File: config.mk
export PLATFORM = sky130hd
export DESIGN_NAME = fir_sym8
export DESIGN_NICKNAME = d
export VERILOG_FILES = /design/src/rtl/fir_sym_pkg.sv /design/src/rtl/fir_sym_shreg.sv /design/src/rtl/fir_sym_stage.sv /design/src/rtl/fir_sym8.sv
export SDC_FILE = /design/constraint.sdc
export NUM_CORES = 1
export LEC_CHECK = 0
export BUFFER_PORTS_ARGS = -buffer_cell sky130_fd_sc_hd__buf_4
export CORE_MARGIN = 2
export CORE_UTILIZATION = 45
export CTS_BUF_LIST = sky130_fd_sc_hd__clkbuf_16
export CTS_CLUSTER_DIAMETER = 60
export DETAILED_ROUTE_END_ITERATION = 10
export PLACE_DENSITY = 0.68
export SYNTH_ARGS = -nofsm -noshare
export SYNTH_HDL_FRONTEND = slang
export SYNTH_SLANG_ARGS = --single-unit
File: constraint.sdc
create_clock -name clk -period 19.8 [get_ports clk]
set_input_delay 3.96 -clock clk [delete_from_list [all_inputs] [get_ports clk]]
set_output_delay 3.96 -clock clk [all_outputs]
set_load 0.03 [all_outputs]
File: src/rtl/fir_sym_pkg.sv
package fir_sym_pkg;

   // Number of coefficient pairs (distinct coefficients) in the folded filter.
   localparam int unsigned PAIRS = 4;
   // Number of taps of the unfolded filter.
   localparam int unsigned TAPS  = 2 * PAIRS;

   // Smallest accumulator width that holds every result without wrap:
   // pre-add grows one bit, the product adds the coefficient width,
   // and summing PAIRS products adds clog2(PAIRS) bits.
   function automatic int unsigned min_acc_w(input int unsigned data_w,
                                             input int unsigned coef_w);
      return data_w + 1 + coef_w + $clog2(PAIRS);
   endfunction

endpackage

File: src/rtl/fir_sym_shreg.sv
module fir_sym_shreg #(
   parameter int unsigned W     = 16,
   parameter int unsigned DEPTH = 8
) (
   input  logic         clk,
   input  logic         rst,
   input  logic [W-1:0] d,
   output logic [W-1:0] q
);

   generate
      if (DEPTH == 0) begin : g_wire
         assign q = d;
      end else begin : g_regs
         logic [W-1:0] stg [DEPTH];

         always_ff @(posedge clk) begin
            if (rst) begin
               for (int i = 0; i < DEPTH; i++) stg[i] <= '0;
            end else begin
               stg[0] <= d;
               for (int i = 1; i < DEPTH; i++) stg[i] <= stg[i-1];
            end
         end

         assign q = stg[DEPTH-1];
      end
   endgenerate

endmodule

File: src/rtl/fir_sym_stage.sv
module fir_sym_stage #(
   parameter int unsigned DATA_W = 16,
   parameter int unsigned COEF_W = 18,
   parameter int unsigned ACC_W  = 38,
   parameter logic signed [COEF_W-1:0] COEF = '0
) (
   input  logic                     clk,
   input  logic                     rst,
   input  logic signed [DATA_W-1:0] fwd_in,
   input  logic signed [DATA_W-1:0] mir_in,
   input  logic signed [ACC_W-1:0]  acc_in,
   output logic signed [DATA_W-1:0] fwd_out,
   output logic signed [ACC_W-1:0]  acc_out
);

   localparam int unsigned PRE_W  = DATA_W + 1;
   localparam int unsigned PROD_W = PRE_W + COEF_W;

   logic signed [DATA_W-1:0] fwd_a, fwd_b;   // two-register forward hop
   logic signed [PRE_W-1:0]  pre_q;
   logic signed [PROD_W-1:0] prod_q;
   logic signed [ACC_W-1:0]  acc_q;

   logic signed [PRE_W-1:0]  a_ext, b_ext;
   logic signed [ACC_W-1:0]  prod_ext;

   assign a_ext    = {fwd_a[DATA_W-1], fwd_a};
   assign b_ext    = {mir_in[DATA_W-1], mir_in};
   assign prod_ext = {{(ACC_W-PROD_W){prod_q[PROD_W-1]}}, prod_q};

   always_ff @(posedge clk) begin
      if (rst) begin
         fwd_a  <= '0;
         fwd_b  <= '0;
         pre_q  <= '0;
         prod_q <= '0;
         acc_q  <= '0;
      end else begin
         fwd_a  <= fwd_in;
         fwd_b  <= fwd_a;
         pre_q  <= a_ext + b_ext;
         prod_q <= pre_q * COEF;
         acc_q  <= acc_in + prod_ext;
      end
   end

   assign fwd_out = fwd_b;
   assign acc_out = acc_q;

   // forward samples reach the next stage exactly two cycles later,
   // which keeps data and partial sums aligned in the cascade.
   a_r3_fwd_skew: assert property (@(posedge clk) disable iff (rst)
      (!$past(rst) && !$past(rst, 2)) |-> (fwd_out == $past(fwd_in, 2)));

endmodule

File: src/rtl/fir_sym8.sv
module fir_sym8 #(
   parameter int unsigned DATA_W = 16,
   parameter int unsigned COEF_W = 18,
   parameter int unsigned ACC_W  = 38,
   parameter logic signed [COEF_W-1:0] H0 = -18'sd1024,
   parameter logic signed [COEF_W-1:0] H1 =  18'sd4096,
   parameter logic signed [COEF_W-1:0] H2 =  18'sd20000,
   parameter logic signed [COEF_W-1:0] H3 =  18'sd65535
) (
   input  logic              clk,
   input  logic              rst,
   input  logic              in_valid,
   input  logic [DATA_W-1:0] in_data,
   output logic              out_valid,
   output logic [ACC_W-1:0]  out_data
);

   import fir_sym_pkg::*;

   localparam int unsigned LAT    = PAIRS + 4;      // port edge to output register
   localparam int unsigned MIR_D  = TAPS;           // mirrored-sample delay line depth
   localparam int unsigned RUN_W  = 5;
   localparam logic [RUN_W-1:0] RUN_MAX = '1;
   localparam logic signed [COEF_W-1:0] COEFS [PAIRS] = '{H0, H1, H2, H3};

   // Elaboration-time parameter checks.
   generate
      if (ACC_W < min_acc_w(DATA_W, COEF_W)) begin : g_bad_acc
         $error("fir_sym8: ACC_W too narrow for full precision");
      end
      if (DATA_W + 1 > 25) begin : g_bad_pre
         $error("fir_sym8: pre-adder result exceeds 25 bits");
      end
      if (COEF_W > 18) begin : g_bad_coef
         $error("fir_sym8: coefficient exceeds 18 bits");
      end
   endgenerate

   // Input register with gating of samples whose strobe is low.
   logic signed [DATA_W-1:0] x_gated, x_q;
   logic                     v_q;

   assign x_gated = in_valid ? $signed(in_data) : '0;

   always_ff @(posedge clk) begin
      if (rst) begin
         x_q <= '0;
         v_q <= 1'b0;
      end else begin
         x_q <= x_gated;
         v_q <= in_valid;
      end
   end

   // Mirrored-sample delay line shared by the pre-adders.
   logic [DATA_W-1:0] mir_raw;
   logic signed [DATA_W-1:0] mir_x;

   fir_sym_shreg #(.W(DATA_W), .DEPTH(MIR_D)) u_mirror (
      .clk (clk),
      .rst (rst),
      .d   (x_q),
      .q   (mir_raw)
   );
   assign mir_x = $signed(mir_raw);

   // Strobe pipeline matched to the data latency.
   logic vld_raw;

   fir_sym_shreg #(.W(1), .DEPTH(LAT)) u_vld (
      .clk (clk),
      .rst (rst),
      .d   (v_q),
      .q   (vld_raw)
   );

   // Systolic cascade of pre-add / multiply / accumulate stages.
   logic signed [DATA_W-1:0] fwd_w [PAIRS+1];
   logic signed [ACC_W-1:0]  acc_w [PAIRS+1];

   assign fwd_w[0] = x_q;
   assign acc_w[0] = '0;

   generate
      for (genvar g = 0; g < PAIRS; g++) begin : g_stage
         fir_sym_stage #(
            .DATA_W (DATA_W),
            .COEF_W (COEF_W),
            .ACC_W  (ACC_W),
            .COEF   (COEFS[g])
         ) u_stage (
            .clk     (clk),
            .rst     (rst),
            .fwd_in  (fwd_w[g]),
            .mir_in  (mir_x),
            .acc_in  (acc_w[g]),
            .fwd_out (fwd_w[g+1]),
            .acc_out (acc_w[g+1])
         );
      end
   endgenerate

   logic [DATA_W-1:0] unused_fwd;
   assign unused_fwd = fwd_w[PAIRS];

   // Output register.
   logic signed [ACC_W-1:0] y_q;

   always_ff @(posedge clk) begin
      if (rst) y_q <= '0;
      else     y_q <= acc_w[PAIRS];
   end

   assign out_data  = y_q;
   assign out_valid = vld_raw;

   // ---------------------------------------------------------------
   // Assertions
   // ---------------------------------------------------------------
   logic [RUN_W-1:0] live_cnt;   // cycles since reset, saturating
   logic [RUN_W-1:0] idle_run;   // consecutive gated (zero) samples

   always_ff @(posedge clk) begin
      if (rst) begin
         live_cnt <= '0;
         idle_run <= RUN_MAX;
      end else begin
         if (live_cnt != RUN_MAX) live_cnt <= live_cnt + 1'b1;
         if (in_valid)                 idle_run <= '0;
         else if (idle_run != RUN_MAX) idle_run <= idle_run + 1'b1;
      end
   end

   // the cycle after a reset edge shows a cleared output.
   a_r1_reset_clear: assert property (@(posedge clk) disable iff (rst)
      $past(rst) |-> (out_data == '0 && !out_valid));

   // strobe out is strobe in, eight cycles late.
   a_r4_valid_delay: assert property (@(posedge clk) disable iff (rst)
      (live_cnt > RUN_W'(LAT)) |-> (out_valid == $past(in_valid, LAT + 1)));

   // a full window of gated samples yields a zero output.
   a_r5_idle_zero: assert property (@(posedge clk) disable iff (rst)
      ($past(idle_run, LAT) >= RUN_W'(TAPS)) |-> (out_data == '0));

endmodule

==> Word level (Yosys, flattened, before mapping) <==
Memories as Yosys holds them, arrays and structs flattened.
Index checks and enable logic that the tools add are counted.
{ "word_totals": {"ramBits": 136, "mem_count": 2, "inputBits": 19, "output_inout_bits": 39, "ff_bits": 505} }
{ "memory_table": {"columns": ["name", "depth", "width", "read_ports", "rd_ports_with_merged_regs", "wr", "line", "rtl"], "rows": [
  ["u_mirror.g_regs.stg", 8, 16, 8, 0, 8, "fir_sym_shreg.sv:15", "logic [W-1:0] stg [DEPTH];"],
  ["u_vld.g_regs.stg", 8, 1, 8, 0, 8, "fir_sym_shreg.sv:15", null]
]} }
{ "classes": {"add_sub_neg": 8, "bitwise": 17, "n_mux": 19, "n_reduce_logical": 1, "mul": 2} }
{ "op_table": {"columns": ["operator", "count"], "rows": [
  ["$mux 16", 8],
  ["$add 16x16->17", 4],
  ["$add 38x33->38", 1],
  ["$add 38x34->38", 1],
  ["$add 35x29->36", 1],
  ["$mul 17x17->34 const B", 1],
  ["$mul 17x11->28 const B", 1],
  ["$neg 17->25", 1],
  ["$or 1x1->1", 16],
  ["$mux 1", 11],
  ["$reduce_or 2->1", 1],
  ["$not 1->1", 1]
]} }

==> Depth between registers and ports, before layout <==
{ "depth": {"word_depth": 3, "ltp_mapped": 24, "ltp_nobuf": 23} }

==> By module <==
Synthesis repeated with hierarchy kept, for this count alone.
{ "unflattened": {"hier_cells": 3881, "hier_area_um2": 37577.3} }
{ "by_module_without_submodules": {"columns": ["module", "n_inst", "cells_per_inst", "area_per_inst_um2", "seq_area_each_um2"], "rows": [
  ["fir_sym_stage (g_stage[3].u_stage)", 1, 1477, 13688.1, 2422.3],
  ["fir_sym_stage (g_stage[2].u_stage)", 1, 886, 8389.3, 2302.2],
  ["fir_sym_stage (g_stage[0].u_stage)", 1, 604, 5489.0, 2242.2],
  ["fir_sym_stage (g_stage[1].u_stage)", 1, 511, 4815.9, 2082.0],
  ["fir_sym_shreg (u_mirror)", 1, 270, 3464.6, 2562.5],
  ["fir_sym8", 1, 117, 1520.2, 1101.1],
  ["fir_sym_shreg (u_vld)", 1, 16, 210.2, 160.2]
]} }

==> Worst setup path before layout <==
Ideal clock, no wire load.
{ "synth_timing": {"path_type": "reg2reg", "start": "reg g_stage[3].u_stage.pre_q[16]", "end": "reg, netlist name g_stage[3].u_stage.prod_q[33]", "arrival_time_ns": 6.775, "stages_incl_launch_ff": 22, "slack_ns": 12.898, "path_cell_list": "dfxtp_1 -> clkbuf_1 -> buf_1 -> xnor2_1 -> inv_1 -> fa_1 -> fa_1 -> inv_1 -> fa_1 -> fa_1 -> inv_1 -> fa_1 -> inv_1 -> ha_1 -> a21oi_1 -> o21ai_0 -> nand3_1 -> a21boi_0 -> o21a_1 -> a2111oi_2 -> xnor2_1 -> nor2_1"} }
{ "synth_between": {"elab_chain_cells": 1} }
{ "synth_rtl": {"columns": ["element", "line", "rtl"], "rows": [
  ["from (decl)", "fir_sym_stage.sv:20", "logic signed [PRE_W-1:0] pre_q;"],
  ["from (signal assigned)", "fir_sym_stage.sv:41", "pre_q <= a_ext + b_ext;"],
  ["$mul 17x17->34", "fir_sym_stage.sv:42", "prod_q <= pre_q * COEF;"]
]} }
No other way between the ends.
A chain may end at the register's enable or synchronous reset.

==> Final worst setup path <==
{ "layout_timing": {"start": "reg g_stage[3].u_stage.pre_q[16]", "end": "reg, netlist name g_stage[3].u_stage.prod_q[33]"} }
{ "layout_between": {"elab_chain_cells": 1} }
{ "layout_rtl": {"columns": ["element", "line"], "rows": [
  ["$mul 17x17->34", "fir_sym_stage.sv:42"]
]} }
No other way between the ends.

==> PnR_summary.wiki <==
{| class="wikitable"
! Metric !! Value
|-
| Result of the run || finished, final reports clean
|-
| Number of iterations in the first detailed-routing pass || 5
|-
| Number of global-route vias before repair || 20700
|-
| Count of flip-flops with a built-in enable after synthesis || 0
|-
| Cell variety after synth || between 80 and 90
|-
| Latest clock arrival within the worst-skew pair || between 0.6 and 0.7 ns
|-
| Sum of negative setup slack || 0 ns
|-
| DRC viols || 0
|-
| Number of core rows || 95
|-
| Max-slew headroom at the worst pin || approximately two fifths
|-
| Hold buffer count at cts || 0
|-
| CTS HTree Levels || 2
|-
| Slowest stage cell, crit path || buf_4
|-
| RSZ-0062 raised after global routing || no
|-
| Core Region || slightly below 70000 um^2
|-
| ANT cells || 0
|-
| Commonest cells after routing, fill and taps aside || dfxtp_1 (484), inv_1 (437), ha_1 (360)
|-
| Pins over their slew limit || 0
|-
| Critical register-to-register path endpoint || g_stage[3].u_stage.prod_q[33]
|-
| Vias || 20940
|-
| Maximum ir drop on the vdd rail || slightly below 0.00008 V
|-
| Horizontal extent of the die || ~270 um
|-
| Fraction of synthesis flops using an asynchronous set or reset pin || 0%
|-
| Number of DRC markers after the initial detailed-route iteration || 976
|-
| Hold/Removal Path Class || reg2reg
|-
| Part of the Yosys area used for sequential elements || 31.56%
|-
| Worst Path Arrival || ~7.3 ns
|-
| Final period demand of the worst path || 6.843 ns
|-
| Flip-flop cell with the highest count after synthesis || dfxtp_1
|-
| Placer's final routability congestion estimate || roughly 0.89
|-
| Syn Nets || 3831
|-
| Reg clk slew, reported paths || ~0.06 ns
|-
| Synthesized area || roughly 31000 um^2
|-
| Sink count of the clock tree || roughly 490
|-
| Area overhead of the layout relative to synthesis || 9.618%
|-
| Synthesized area divided by synthesized cell count || ~9.5 um^2
|-
| Hold Violations, Final || 0
|-
| Setup skew after layout || 0.02912 ns
|-
| Length of routed met2 wiring || 29370 um
|-
| Routed wire length || 62510 um
|-
| Type of element capturing the critical path || register
|-
| FF-to-FF setup slack || between 10 and 15 ns
|-
| Max cap viols || 0
|-
| Height of the die || between 200 and 300 um
|-
| Required time reported for the critical path endpoint || between 20 and 25 ns
|-
| Root buffer cell || clkbuf_16
|-
| CTS max path bufs || 3
|-
| Area of the multi-input gates || around 19000 um^2
|-
| Buffer count from post-CTS setup fixing || 0
|-
| P_leak || approximately 17 nW
|-
| Vias/cell || between 5 and 6
|-
| Crit path capture || g_stage[3].u_stage.prod_q[33]
|-
| Wirelength per Cell || ~15 um
|-
| Power per cell area || 59.63 nW/um^2
|-
| Largest fanout of any net on the critical path || 73
|-
| Port Buf Inserts || 57
|-
| RR Startpoint || g_stage[3].u_stage.pre_q[16]
|-
| #FFs+latches synth || between 400 and 500
|-
| Top Metal Used || met4
|-
| Final period util || 34.56%
|-
| Utilization after layout || about half
|-
| Met1 wire length || between 20000 and 30000 um
|-
| Number of antenna-violating nets in the routed design || 0
|-
| Number of standard cells after synthesis || ~3200
|-
| Type of the worst setup path || reg2reg
|-
| Fraction of layout instances using a drive strength above 1 || between 6 and 7%
|-
| Number of gates resized after cts || 0
|-
| Fill cell total of the finished layout || roughly 6000
|-
| CTS tree || done
|-
| Worst setup path start || g_stage[3].u_stage.pre_q[16]
|-
| Cts bufs inserted || 53
|-
| Achievable clock frequency || ~150 MHz
|-
| Die ar. || 70480 um^2
|-
| First-pass GRT wire length || a little over 100000 um
|-
| Number of antenna violations at the first check in global routing || 2
|-
| Setup violation total in the final timing report || 0
|-
| Most common cell after layout, fill and taps aside || dfxtp_1
|-
| Critical path's most frequent cell || fa_1
|-
| Startpoint Class || register
|-
| Largest stage delay, worst path || ~0.7 ns
|-
| Number of cells on the worst reg-to-reg path || 21
|-
| Effective utilization at floorplan || 45.65%
|-
| Overall Global Routing Usage || ~18%
|-
| Largest net degree at the start of global routing || between 200 and 250
|-
| Detailed route wirelength on metal3 || about 2600 um
|-
| Final layout net count || about 3900
|-
| Actual slew at the worst max-slew pin || ~0.91 ns
|-
| Area occupied by registers || 9711 um^2
|-
| Crit path cell chain || buf_4 > ha_1 > xnor2_1 > inv_1 > fa_1 > fa_1 > inv_1 > fa_1 > fa_1 > inv_1 > fa_1 > inv_1 > ha_1 > a21oi_1 > o21ai_0 > nand3_1 > a21boi_0 > o21a_1 > a2111oi_2 > xnor2_1 > nor2_1
|-
| Residual overflow from global routing || 0
|-
| Number of placed I/O pins || between 50 and 60
|-
| Final HPWL from detailed placement || ~50000 um
|-
| Number of warnings reported in the yosys synthesis log || 0
|}
[cells by family (layout without fill, tap and decap cells)]
logic type,after synthesis,count (layout),share of synthesized area [%]
AO/OA/AOI/OAI,519,519,11.46
XOR/XNOR,169,169,4.811
adder cells (fa/ha/maj),593,593,29.70
buffers and inverters,507,584,6.189
flip-flops,485,485,31.56
multiplexers,11,11,0.3904
AND/OR/NAND/NOR,938,938,15.89
[registers in the layout (all words and copies together) (netlist names)]
name and cells:
g_stage.u_stage.pre_q 68, u_vld.g_regs.stg 8, g_stage.u_stage.prod_q 104, x_q 16
g_stage.u_stage.fwd_out 46, v_q 1, out_data 38, u_mirror.g_regs.stg 22
g_stage.u_stage.fwd_a 60, g_stage.u_stage.acc_out 122
[where the power goes]
part	internal (W)	total (W)	switching, W
logic	0.0000288	0.0000787	0.0000499
registers	0.000993	0.000999	0.00000605
clock network	0.000532	0.000934	0.000402
total	0.00155	0.00201	0.000458
[worst min path at each step]
stage,endpoint,slack (ns),startpoint,depth (start not counted)
after floorplan,g_stage[0].u_stage.acc_out[10],0.41,g_stage[0].u_stage.prod_q[10],1
after CTS,g_stage[2].u_stage.fwd_a[7],0.43,g_stage[1].u_stage.fwd_out[7],1
after detailed placement,g_stage[1].u_stage.fwd_a[4],0.42,g_stage[0].u_stage.fwd_out[4],1
after global placement,g_stage[1].u_stage.fwd_a[1],0.42,g_stage[0].u_stage.fwd_out[1],1
after global routing,g_stage[2].u_stage.fwd_a[6],0.44,g_stage[1].u_stage.fwd_out[6],1
final,g_stage[2].u_stage.fwd_a[7],0.42,g_stage[1].u_stage.fwd_out[7],1
[metrics by stage]
| step | setup WS, ns | hold slack, ns | area [um^2] | power, W | std cells |
|---|---|---|---|---|---|
| 3_3_place_gp | 13.01 | 0.4157 | 32040 | 0.001099 | 4076 |
| 5_1_grt | 12.54 | 0.4434 | 33730 | 0.002085 | 4172 |
| 6_report | 12.96 | 0.4240 | 33730 | 0.002011 | 4172 |
| 3_5_place_dp | 13.00 | 0.4204 | 32040 | 0.001100 | 4076 |
| 2_1_floorplan | 12.90 | 0.4138 | 30770 | 0.001078 | 3222 |
| 4_1_cts | 12.96 | 0.4254 | 33730 | 0.002036 | 4172 |
[synthesized netlist by cell type, types with 6 or more instances]
cell type	n	area share, %
a211oi_1	17	0.41
a21boi_0	8	0.20
o2111ai_1	9	0.26
and3_1	18	0.37
o21ai_1	15	0.24
fa_1	230	15
nand4_1	20	0.41
o31ai_1	7	0.17
o211ai_1	12	0.29
clkbuf_1	75	0.92
xor2_1	84	2.4
nor3_1	95	1.5
nand3_1	31	0.50
a21o_1	98	2.4
nand2b_1	19	0.39
a21boi_1	9	0.22
a21oi_1	129	2.1
nor2b_1	280	5.7
o21a_1	35	0.85
nor3b_1	11	0.27
o21ai_0	76	1.2
or3_1	6	0.12
xnor2_1	85	2.4
ha_1	360	15
and2_1	23	0.47
a211o_1	7	0.20
inv_1	426	5.2
nor2_1	270	3.3
o21bai_1	12	0.29
nand2_1	110	1.3
or2_2	19	0.39
a31oi_1	23	0.47
dfxtp_1	485	32
[metal layers]
| layer | track usage, % | vias to the layer above |
|---|---|---|
| li1 | - | 10670 |
| met1 | 24.22 | 9836 |
| met2 | 30.54 | 341 |
| met3 | 2.509 | 87 |
| met4 | 4.581 | 0 |
| met5 | 0 | - |
[cell type report]
| type | instances | share of cell area, % |
|---|---|---|
| multi-input combinational | 2230 | 56.79 |
| clock inverter | 43 | 1.065 |
| timing repair buffer | 62 | 1.439 |
| clock buffer | 53 | 3.932 |
| sequential | 485 | 28.79 |
| inverter | 426 | 4.741 |
| tap | 873 | 3.239 |
[critical path, delay by kind of cell (launching register included)]
kind | cells | cell delay, ns
buffers and inverters | 5 | 0.94
and+or+nand+nor | 2 | 0.16
xor gates and xnor gates | 2 | 0.60
adders and majority gates | 7 | 3.35
DFF | 1 | 0.31
AOI/OAI and AO/OA | 5 | 1.31
No activity file was read; power rests on OpenSTA's default activity.
